$ cat src/rtl/dma_act_router_pkg.sv
package dma_act_router_pkg;

  // Strobes from the control FSM to the datapath
  typedef struct packed {
    logic capture;  // latch the winning request and begin a transfer
    logic finish;   // apply end-of-transfer rules for the in-flight activation
  } rtrStb_t;

  typedef enum logic [1:0] {
    ST_IDLE   = 2'd0,
    ST_BUSY   = 2'd1,
    ST_SETTLE = 2'd2
  } rtrState_t;

endpackage

$ cat src/rtl/dma_act_arb.sv
module dma_act_arb #(
  parameter int NUM_SRC = 8,
  parameter int SRC_W   = 3
) (
  input  logic               clk,
  input  logic               rstN,
  input  logic [NUM_SRC-1:0] pend,
  output logic               anyReq,
  output logic [SRC_W-1:0]   grantIdx
);

  logic [NUM_SRC-1:0] grantOh;

  // One-hot winner: a bit wins when no lower-numbered bit is pending
  genvar gi;
  generate
    for (gi = 0; gi < NUM_SRC; gi++) begin : g_win
      if (gi == 0) begin : g_first
        assign grantOh[gi] = pend[gi];
      end else begin : g_rest
        assign grantOh[gi] = pend[gi] & ~(|pend[gi-1:0]);
      end
    end
  endgenerate

  always_comb begin
    grantIdx = '0;
    for (int i = 0; i < NUM_SRC; i++) begin
      if (grantOh[i]) grantIdx = grantIdx | SRC_W'(i);
    end
  end

  assign anyReq = |pend;

  AST_GRANT_ONEHOT: assert property (@(posedge clk) disable iff (!rstN)
    $onehot0(grantOh)) else $error("grant not one-hot");
  AST_GRANT_PENDING: assert property (@(posedge clk) disable iff (!rstN)
    anyReq |-> pend[grantIdx]) else $error("grant to idle source");
  AST_GRANT_LOWEST: assert property (@(posedge clk) disable iff (!rstN)
    anyReq |-> ((pend & ((NUM_SRC'(1) << grantIdx) - NUM_SRC'(1))) == '0))
    else $error("lower source skipped");

endmodule

$ cat src/rtl/dma_act_ctrl.sv
module dma_act_ctrl
  import dma_act_router_pkg::*;
(
  input  logic    clk,
  input  logic    rstN,
  input  logic    reqAny,
  input  logic    xferDone,
  input  logic    xferDoneLast,
  output rtrStb_t stb,
  output logic    xferStart
);

  rtrState_t state, stateNext;
  logic      startReg;

  always_comb begin
    stb       = '0;
    stateNext = state;
    unique case (state)
      ST_IDLE: begin
        if (reqAny) begin
          stb.capture = 1'b1;
          stateNext   = ST_BUSY;
        end
      end
      ST_BUSY: begin
        if (xferDone && xferDoneLast) begin
          stb.finish = 1'b1;
          stateNext  = ST_SETTLE;
        end
      end
      ST_SETTLE: stateNext = ST_IDLE;  // lets the cleared flag fall before re-arbitration
      default:   stateNext = ST_IDLE;
    endcase
  end

  always_ff @(posedge clk) begin
    if (!rstN) begin
      state    <= ST_IDLE;
      startReg <= 1'b0;
    end else begin
      state    <= stateNext;
      startReg <= stb.capture;
    end
  end

  assign xferStart = startReg;

  AST_START_PULSE: assert property (@(posedge clk) disable iff (!rstN)
    xferStart |=> !xferStart) else $error("start wider than one cycle");
  AST_START_FROM_IDLE: assert property (@(posedge clk) disable iff (!rstN)
    xferStart |-> (state == ST_BUSY)) else $error("start outside busy");
  AST_CHAIN_HOLD: assert property (@(posedge clk) disable iff (!rstN)
    (state == ST_BUSY && xferDone && !xferDoneLast) |=> (state == ST_BUSY && !xferStart))
    else $error("chain link ended activation");

endmodule

$ cat src/rtl/dma_act_dp.sv
module dma_act_dp
  import dma_act_router_pkg::*;
#(
  parameter int NUM_SRC = 8,
  parameter int VEC_W   = 6,
  parameter int SRC_W   = 3
) (
  input  logic               clk,
  input  logic               rstN,
  input  logic [NUM_SRC-1:0] srcFlag,
  input  logic               enWe,
  input  logic [NUM_SRC-1:0] enWdata,
  input  logic               swWe,
  input  logic [VEC_W-1:0]   swWrVec,
  input  logic               swWrEn,
  input  logic               xferDoneSel,
  input  logic               xferDoneCntEnd,
  input  rtrStb_t            stb,
  output logic               reqAny,
  output logic [NUM_SRC-1:0] srcClr,
  output logic [NUM_SRC-1:0] cpuIrq,
  output logic               swEndIrq,
  output logic [NUM_SRC-1:0] enState,
  output logic               swEnState,
  output logic [VEC_W-1:0]   xferVec,
  output logic               xferSw
);

  logic [NUM_SRC-1:0] enReg, enNext;
  logic [NUM_SRC-1:0] clrReg, clrNext;
  logic               swEnReg, swEnNext;
  logic               swHoldReg, swHoldNext;
  logic [VEC_W-1:0]   swVecReg;
  logic [VEC_W-1:0]   curIdx;
  logic               curSw;
  logic               hwAny;
  logic [SRC_W-1:0]   hwIdx;
  logic [SRC_W-1:0]   curHwIdx;
  logic               swPend;
  logic               finIntr;

  dma_act_arb #(.NUM_SRC(NUM_SRC), .SRC_W(SRC_W)) arb_i (
    .clk      (clk),
    .rstN     (rstN),
    .pend     (srcFlag & enReg),
    .anyReq   (hwAny),
    .grantIdx (hwIdx)
  );

  assign swPend   = swEnReg & ~swHoldReg;
  assign reqAny   = hwAny | swPend;
  assign finIntr  = xferDoneSel | xferDoneCntEnd;
  assign curHwIdx = curIdx[SRC_W-1:0];

  // Routing bits: CPU write first, completion clear has the last word
  always_comb begin
    enNext = enWe ? enWdata : enReg;
    if (stb.finish && !curSw && finIntr) enNext[curHwIdx] = 1'b0;
  end

  // Flag clear pulse for an ordinary hardware completion
  always_comb begin
    clrNext = '0;
    if (stb.finish && !curSw && !finIntr) clrNext[curHwIdx] = 1'b1;
  end

  // Software enable and end-interrupt hold
  always_comb begin
    swEnNext   = swEnReg;
    swHoldNext = swHoldReg;
    if (swWe) begin
      swEnNext   = swWrEn;
      swHoldNext = 1'b0;
    end
    if (stb.finish && curSw) begin
      if (finIntr) swHoldNext = 1'b1;
      else         swEnNext   = 1'b0;
    end
  end

  always_ff @(posedge clk) begin
    if (!rstN) begin
      enReg     <= '0;
      clrReg    <= '0;
      swEnReg   <= 1'b0;
      swHoldReg <= 1'b0;
      swVecReg  <= '0;
      curIdx    <= '0;
      curSw     <= 1'b0;
    end else begin
      enReg     <= enNext;
      clrReg    <= clrNext;
      swEnReg   <= swEnNext;
      swHoldReg <= swHoldNext;
      if (swWe) swVecReg <= swWrVec;
      if (stb.capture) begin
        curSw  <= ~hwAny;
        curIdx <= hwAny ? VEC_W'(hwIdx) : swVecReg;
      end
    end
  end

  genvar gi;
  generate
    for (gi = 0; gi < NUM_SRC; gi++) begin : g_irq
      assign cpuIrq[gi] = srcFlag[gi] & ~enReg[gi];
    end
  endgenerate

  assign srcClr    = clrReg;
  assign swEndIrq  = swEnReg & swHoldReg;
  assign enState   = enReg;
  assign swEnState = swEnReg;
  assign xferVec   = curIdx;
  assign xferSw    = curSw;

  AST_CLR_ONEHOT: assert property (@(posedge clk) disable iff (!rstN)
    $onehot0(srcClr)) else $error("several flags cleared");
  AST_CLR_PULSE: assert property (@(posedge clk) disable iff (!rstN)
    (|srcClr) |=> (srcClr == '0)) else $error("clear wider than one cycle");
  AST_HW_DISABLE: assert property (@(posedge clk) disable iff (!rstN)
    (stb.finish && !curSw && finIntr) |=> (enReg[$past(curHwIdx)] == 1'b0 && srcClr == '0))
    else $error("routing bit kept after interrupting end");
  AST_SW_CLEAR: assert property (@(posedge clk) disable iff (!rstN)
    (stb.finish && curSw && !finIntr && !swWe) |=> (!swEnState && !swEndIrq))
    else $error("software enable kept");
  AST_SW_END_HOLD: assert property (@(posedge clk) disable iff (!rstN)
    (swEndIrq && !swWe) |=> swEndIrq) else $error("software end irq dropped");

endmodule

$ cat src/rtl/dma_act_router.sv
module dma_act_router
  import dma_act_router_pkg::*;
#(
  parameter int NUM_SRC = 8,   // 2..64 sources
  parameter int VEC_W   = 6    // descriptor number width, at least clog2(NUM_SRC)
) (
  input  logic               clk,
  input  logic               rstN,
  input  logic [NUM_SRC-1:0] srcFlag,
  output logic [NUM_SRC-1:0] srcClr,
  output logic [NUM_SRC-1:0] cpuIrq,
  input  logic               enWe,
  input  logic [NUM_SRC-1:0] enWdata,
  output logic [NUM_SRC-1:0] enState,
  input  logic               swWe,
  input  logic [VEC_W-1:0]   swWrVec,
  input  logic               swWrEn,
  output logic               swEnState,
  output logic               swEndIrq,
  output logic               xferStart,
  output logic [VEC_W-1:0]   xferVec,
  output logic               xferSw,
  input  logic               xferDone,
  input  logic               xferDoneLast,
  input  logic               xferDoneSel,
  input  logic               xferDoneCntEnd
);

  localparam int SRC_W = (NUM_SRC > 1) ? $clog2(NUM_SRC) : 1;

  rtrStb_t stb;
  logic    reqAny;

  dma_act_ctrl ctrl_i (
    .clk          (clk),
    .rstN         (rstN),
    .reqAny       (reqAny),
    .xferDone     (xferDone),
    .xferDoneLast (xferDoneLast),
    .stb          (stb),
    .xferStart    (xferStart)
  );

  dma_act_dp #(.NUM_SRC(NUM_SRC), .VEC_W(VEC_W), .SRC_W(SRC_W)) dp_i (
    .clk            (clk),
    .rstN           (rstN),
    .srcFlag        (srcFlag),
    .enWe           (enWe),
    .enWdata        (enWdata),
    .swWe           (swWe),
    .swWrVec        (swWrVec),
    .swWrEn         (swWrEn),
    .xferDoneSel    (xferDoneSel),
    .xferDoneCntEnd (xferDoneCntEnd),
    .stb            (stb),
    .reqAny         (reqAny),
    .srcClr         (srcClr),
    .cpuIrq         (cpuIrq),
    .swEndIrq       (swEndIrq),
    .enState        (enState),
    .swEnState      (swEnState),
    .xferVec        (xferVec),
    .xferSw         (xferSw)
  );

  AST_SINGLE_OUTSTANDING: assert property (@(posedge clk) disable iff (!rstN)
    xferStart |=> !xferStart) else $error("back-to-back starts");

endmodule

$ cat config.mk
export PLATFORM = sky130hd
export DESIGN_NAME = dma_act_router
export DESIGN_NICKNAME = d
export VERILOG_FILES = /design/src/rtl/dma_act_router_pkg.sv /design/src/rtl/dma_act_arb.sv /design/src/rtl/dma_act_ctrl.sv /design/src/rtl/dma_act_dp.sv /design/src/rtl/dma_act_router.sv
export SDC_FILE = /design/constraint.sdc
export NUM_CORES = 1
export LEC_CHECK = 0
export ABC_CLOCK_PERIOD_IN_PS = 3500
export CAP_MARGIN = 20
export CORE_MARGIN = 5
export CORE_UTILIZATION = 45
export DETAILED_ROUTE_END_ITERATION = 12
export GPL_TIMING_DRIVEN = 1
export PLACE_DENSITY = 0.92
export REMOVE_ABC_BUFFERS = 1
export SETUP_SLACK_MARGIN = 0.05
export SLEW_MARGIN = 20
export SYNTH_ARGS = -nofsm -noshare
export SYNTH_HDL_FRONTEND = slang
export SYNTH_SLANG_ARGS = --single-unit
$ cat constraint.sdc
create_clock -name clk -period 3.5 [get_ports clk]
set_input_delay 0.875 -clock clk [delete_from_list [all_inputs] [get_ports clk]]
set_output_delay 0.875 -clock clk [all_outputs]
set_load 0.005 [all_outputs]
# After elaboration in Yosys (flattened, before gate mapping)
# Cells that the tools add are included.
[totals]
input_bits = 31
reg_bits = 34
output_inout_bits = 34
[op_classes]
eq_ne = 3
mux = 25
n_reduce_logical = 18
bitwise = 39
n_lt_le_gt_ge = 2
[ops]
columns = ["cell", "n"]
rows = [
  ["$and 1x1->1", 17],
  ["$not 1->1", 17],
  ["$and 8x8->8", 2],
  ["$mux 8", 2],
  ["$mux 1", 12],
  ["$mux 3", 4],
  ["$mux 2", 4],
  ["$not 8->8", 1],
  ["$reduce_or 8->1", 1],
  ["$reduce_or 7->1", 1],
  ["$logic_and 1x1->1", 6],
  ["$mux 6", 1],
  ["$reduce_or 6->1", 1],
  ["$reduce_or 5->1", 1],
  ["$lt 3x4->1 const B", 1],
  ["$ne 2x1->1 const B", 2],
  ["$pmux 2 s2", 1],
  ["$reduce_and 2->1", 2],
  ["$reduce_or 4->1", 1],
  ["$demux 1 s3", 1],
  ["$ge 3x1->1 const B", 1],
  ["$reduce_or 3->1", 1],
  ["$eq 2x1->1 const B", 1],
  ["$logic_not 1->1", 2],
  ["other kinds (3)", 4],
]

# Logic depth before layout (Yosys ltp)
[logic_depth]
word_depth = 11
depth_mapped = 6
depth_no_buf = 5

# Modules after synthesis
# Synthesis repeated with hierarchy kept, for this count alone.
[hier_totals]
hier_cells = 155
area_unflattened_um2 = 1525.2
[modules_own_cells]
columns = ["module", "seq_area_each_um2", "area_each_um2", "cells_per_inst", "n_inst"]
rows = [
  ["dma_act_dp", 620.6, 1327.5, 129, 1],
  ["dma_act_ctrl", 60.1, 116.4, 12, 1],
  ["dma_act_arb", 0.0, 81.3, 14, 1],
]

# Worst setup path before layout
# No wires, ideal clock.
[synth_path]
path_type = "input port to output port"
start = "in srcFlag[2]"
end = "out cpuIrq[2]"
required_ps = 2625
path_stages = 1
path_slack_ps = 1575
arrival_ps = 1050
cell_sequence = "and2b_2"
[synth_between]
elab_chain_len = 1
[synth_lines]
columns = ["element", "line_no", "source"]
rows = [
  ["start: declaration", "dma_act_router.sv:9", "input logic [NUM_SRC-1:0] srcFlag,"],
  ["$and 1x1->1", "dma_act_dp.sv:106", "assign cpuIrq[gi] = srcFlag[gi] & ~enReg[gi];"],
  ["end: declaration", "dma_act_router.sv:11", "output logic [NUM_SRC-1:0] cpuIrq,"],
]
# No other way between the ends.

# Worst setup path in the final report
[layout_path]
start = "in srcFlag[1]"
end = "out cpuIrq[1]"
# The elaborated chain is that of the path after synthesis.

==> reports/summary.md <==
The first global-routing pass estimated 6.43 mm of wire. Most numerous cell on the critical path: clkdlybuf4s50_1. Along the worst path, the maximum fanout reaches 3. The buffer type at the clock tree root is clkbuf_4. For the pin with the worst max-slew slack, the measured transition is 0.563 ns.

The full die area was 4690 um2. The share of layout cells above drive strength 1 was 0.0873; the clock tree buffer depth was 2. For the aggregate global-route resource usage, the log shows 0.182. Leaving out fill and tap cells, the most frequent cell in the layout is clkdlybuf4s50_1. The final instance count without filler cells is 275. The floorplan has 21 rows. The initial cell density of the core is 0.461, and the number of DRC markers after the initial detailed-route iteration is 95. The logs give 0.625 for the worst relative slew slack and 0.481 for the part of the power in registers.

The half-perimeter wire length after detailed placement came out at 2.99 mm. The number of nets in the finished design is 259. The mean cell area of the mapped netlist is 9.38 um2.

The cell with the biggest individual delay on the critical path is clkdlybuf4s50_1. The logs give 0.212 for the combinational group share of total power and 0 for the number of routed nets with antenna violations. The tools report the total CTS buffers as 5.

The filler cells instantiated in the layout total 267. The warning count from the yosys run is 0. The clock latency at the later pin of the worst-skew pair was 0.34 ns; the maximum number of pins on one net before global-route repair was 24.

After global routing the overflow that remains totals 0. In this run the count of I/O pins placed on the die edge is 65. The sequential cell area fraction in the yosys report is 0.442, and the number of cells in the design after placement is 267.

Once the clock tree was built, the resizer swapped 0 gates to a different size. The total wirelength of the detailed-routed design was 3.91 mm. Post-CTS timing repair inserted 0 buffers for setup. The flow ran to the end, and the final reports show no timing, DRC or antenna violations. The level count of the clock H-tree came out at 2.

STA puts the critical path data required time at 2.62 ns. The number of setup violations in the final report is 0. The number of hold buffers added after CTS was 0. Summed over all failing endpoints, the final setup total negative slack is 0 ns.

The logs give 0.770 for the weighted congestion reported at the end of routability-driven placement and 681 um2 for the storage element area. For the number of global-route vias before repair, the log shows 1434. The area growth from synthesis to layout is 46.9%.

By area the synthesized netlist is led by dfxtp_1 (44%), nor2b_1 (5.7%), nand2b_1 (4.9%). The worst setup path is captured at an output pin. Power share of the clock group: 0.307. Tracing the worst setup path back leads to its startpoint at srcFlag[1].

The worst setup path is launched from an input port. The number of antenna diodes in the final layout is 0. Power spread over the standard cell area amounts to 406 nW/um2. The tools report the total count of hold-check failures in the final report as 0.

For the data arrival at the endpoint of the critical path, the log shows 2.07 ns. TritonCTS built the clock tree. The final route contains 1419 vias. After clock tree synthesis, the clock-pin slew on the worst setup and hold paths is 0.10 ns. The die width was 68.5 um. The distinct cell type count of the synthesized netlist is 36, and the top cell type's share of synthesized area is 0.442. The total leakage power was 0.860 nW; the vertical extent of the die was 68.5 um. The initial antenna violation count is 0. In the routed design, unresolved DRC markers number 0.

The switching power of the nets was 0.246 mW. The post-route clock period utilization was 0.842. The tools report the multi-input combinational cell area as 793 um2. The worst setup path is of the input port to output pin kind. Among all flip-flop cells after synthesis, the most frequent one is dfxtp_1. The core region is 3340 um2. In this run the critical register-to-register path is launched from dp_i.enState[0]. In the layout the commonest cells are clkdlybuf4s50_1 (64), dfxtp_1 (34), nor2b_1 (14). In this run, synthesis produced a sequential element count of 34. The total iterations of the first detailed-routing run was 4. The switching power share of the total was 0.269; the shortest clock period the worst path allows after layout was 2.95 ns. In the final routed layout, each cell accounts on average for 14.2 um. VDD sags by at most 0.000198 V. The internal power of the cells totals 0.671 mW. The number of flops mapped to enable cells by yosys came out at 0. Async set-reset flop share out of synthesis: 0. The largest single stage delay on the critical path is 0.54 ns.

The gate count after technology mapping was 164. The path class of the tightest hold or removal check is register to register. The worst hold path begins at dp_i.swVecReg[4]. Traced cell by cell, the critical path runs through clkdlybuf4s50_1 -> nor2b_1 -> clkdlybuf4s50_1. Based on the critical path, the design can be clocked at up to 0.339 GHz. Mean number of vias per cell: 5.16. The total count of max-transition violations in the final report came out at 0. The count of input and output buffers is 64, and the sink count of the clock tree is 34. The worst setup skew after layout is 0.00746 ns.

The netlist area before placement was 1540 um2; the max-capacitance violation count was 0. Setup repair after global routing left no endpoint under its margin. dfxtp_1 takes more of the synthesized area than any other cell.
## area by class of cell
| type | instances | area share |
|---|---|---|
| flip-flops and latches | 34 | 0.301 |
| repair buffers | 65 | 0.287 |
| inverters | 1 | 0.00166 |
| multi-input cells | 121 | 0.351 |
| well taps | 46 | 0.0255 |
| clock buffers | 5 | 0.0166 |
| clock inverters | 3 | 0.0177 |
## logic make-up (layout without fill, tap and decap cells)
family,Yosys count,after routing,share of synthesized area
AND/OR/NAND/NOR,76,76,0.279
AO/OA/AOI/OAI,39,39,0.198
flip-flops,34,34,0.442
buffers and inverters,9,74,0.0423
multiplexers,6,6,0.0390
## state kept, by name, indices dropped and copies added, names as in the netlist
signal	count
dp_i.enState	8
dp_i.srcClr	8
dp_i.swVecReg	6
dp_i.xferVec	6
ctrl_i.state	2
ctrl_i.xferStart	1
dp_i.swEnState	1
dp_i.swHoldReg	1
dp_i.xferSw	1
## worst max-delay path: cells and delay by family
kind,cells,cell delay [ns]
buf+inv,2,1.05
simple gates,1,0.15
## cells in the mapped netlist (2+ instances only)
cell type	instances
o211ai_1	9
a21oi_1	7
a221o_1	2
clkbuf_1	3
nor2b_1	14
dfxtp_1	34
o21ai_0	4
nor3_1	3
a31oi_1	3
mux2i_1	6
o21ai_2	4
a22oi_1	3
nor3b_2	2
nor2_1	10
nand3_1	10
nand2b_1	12
buf_6	4
and2_1	3
and2b_1	3
nand2_1	12
## routing by layer
metal | vias to the layer above | track usage | wire [um] | part of all wire
li1 | 706 | - | - | -
met5 | - | 0 | 0 | 0
met3 | 10 | 0.0690 | 286 | 0.073
met1 | 654 | 0.214 | 1660 | 0.42
met4 | 0 | 0.0620 | 70 | 0.018
met2 | 49 | 0.302 | 1890 | 0.48
## power by group through the flow
stage | clock [mW] | sequential [mW] | combinational, mW
CTS | 0.282 | 0.441 | 0.196
floorplan | 0 | 0.444 | 0.0845
global placement | 0 | 0.448 | 0.190
global route | 0.303 | 0.446 | 0.213
finish | 0.281 | 0.441 | 0.195
detailed placement | 0 | 0.449 | 0.194
## final timing paths
check | cells after the start | slack [ns] | to
worst max register to register | 4 | 1.87 | ctrl_i.state[0]
worst min-delay path | 2 | 0.47 | dp_i.xferVec[4]
worst max-delay path | 3 | 0.55 | cpuIrq[1]
worst min register to register | 2 | 0.47 | dp_i.xferVec[4]
## stage by stage
step	instance area [um2]	power [mW]	setup WS [ns]	utilization	hold slack [ns]
6_report	2260	0.917	0.552	0.678	0.474
5_1_grt	2260	0.962	0.483	0.678	0.504
4_1_cts	2260	0.918	0.547	0.678	0.480
3_5_place_dp	2180	0.643	0.553	0.654	0.462
3_3_place_gp	2180	0.639	0.574	0.654	0.457
2_1_floorplan	1480	0.528	1.57	-	0.446
No activity file was read; power rests on OpenSTA's default activity.
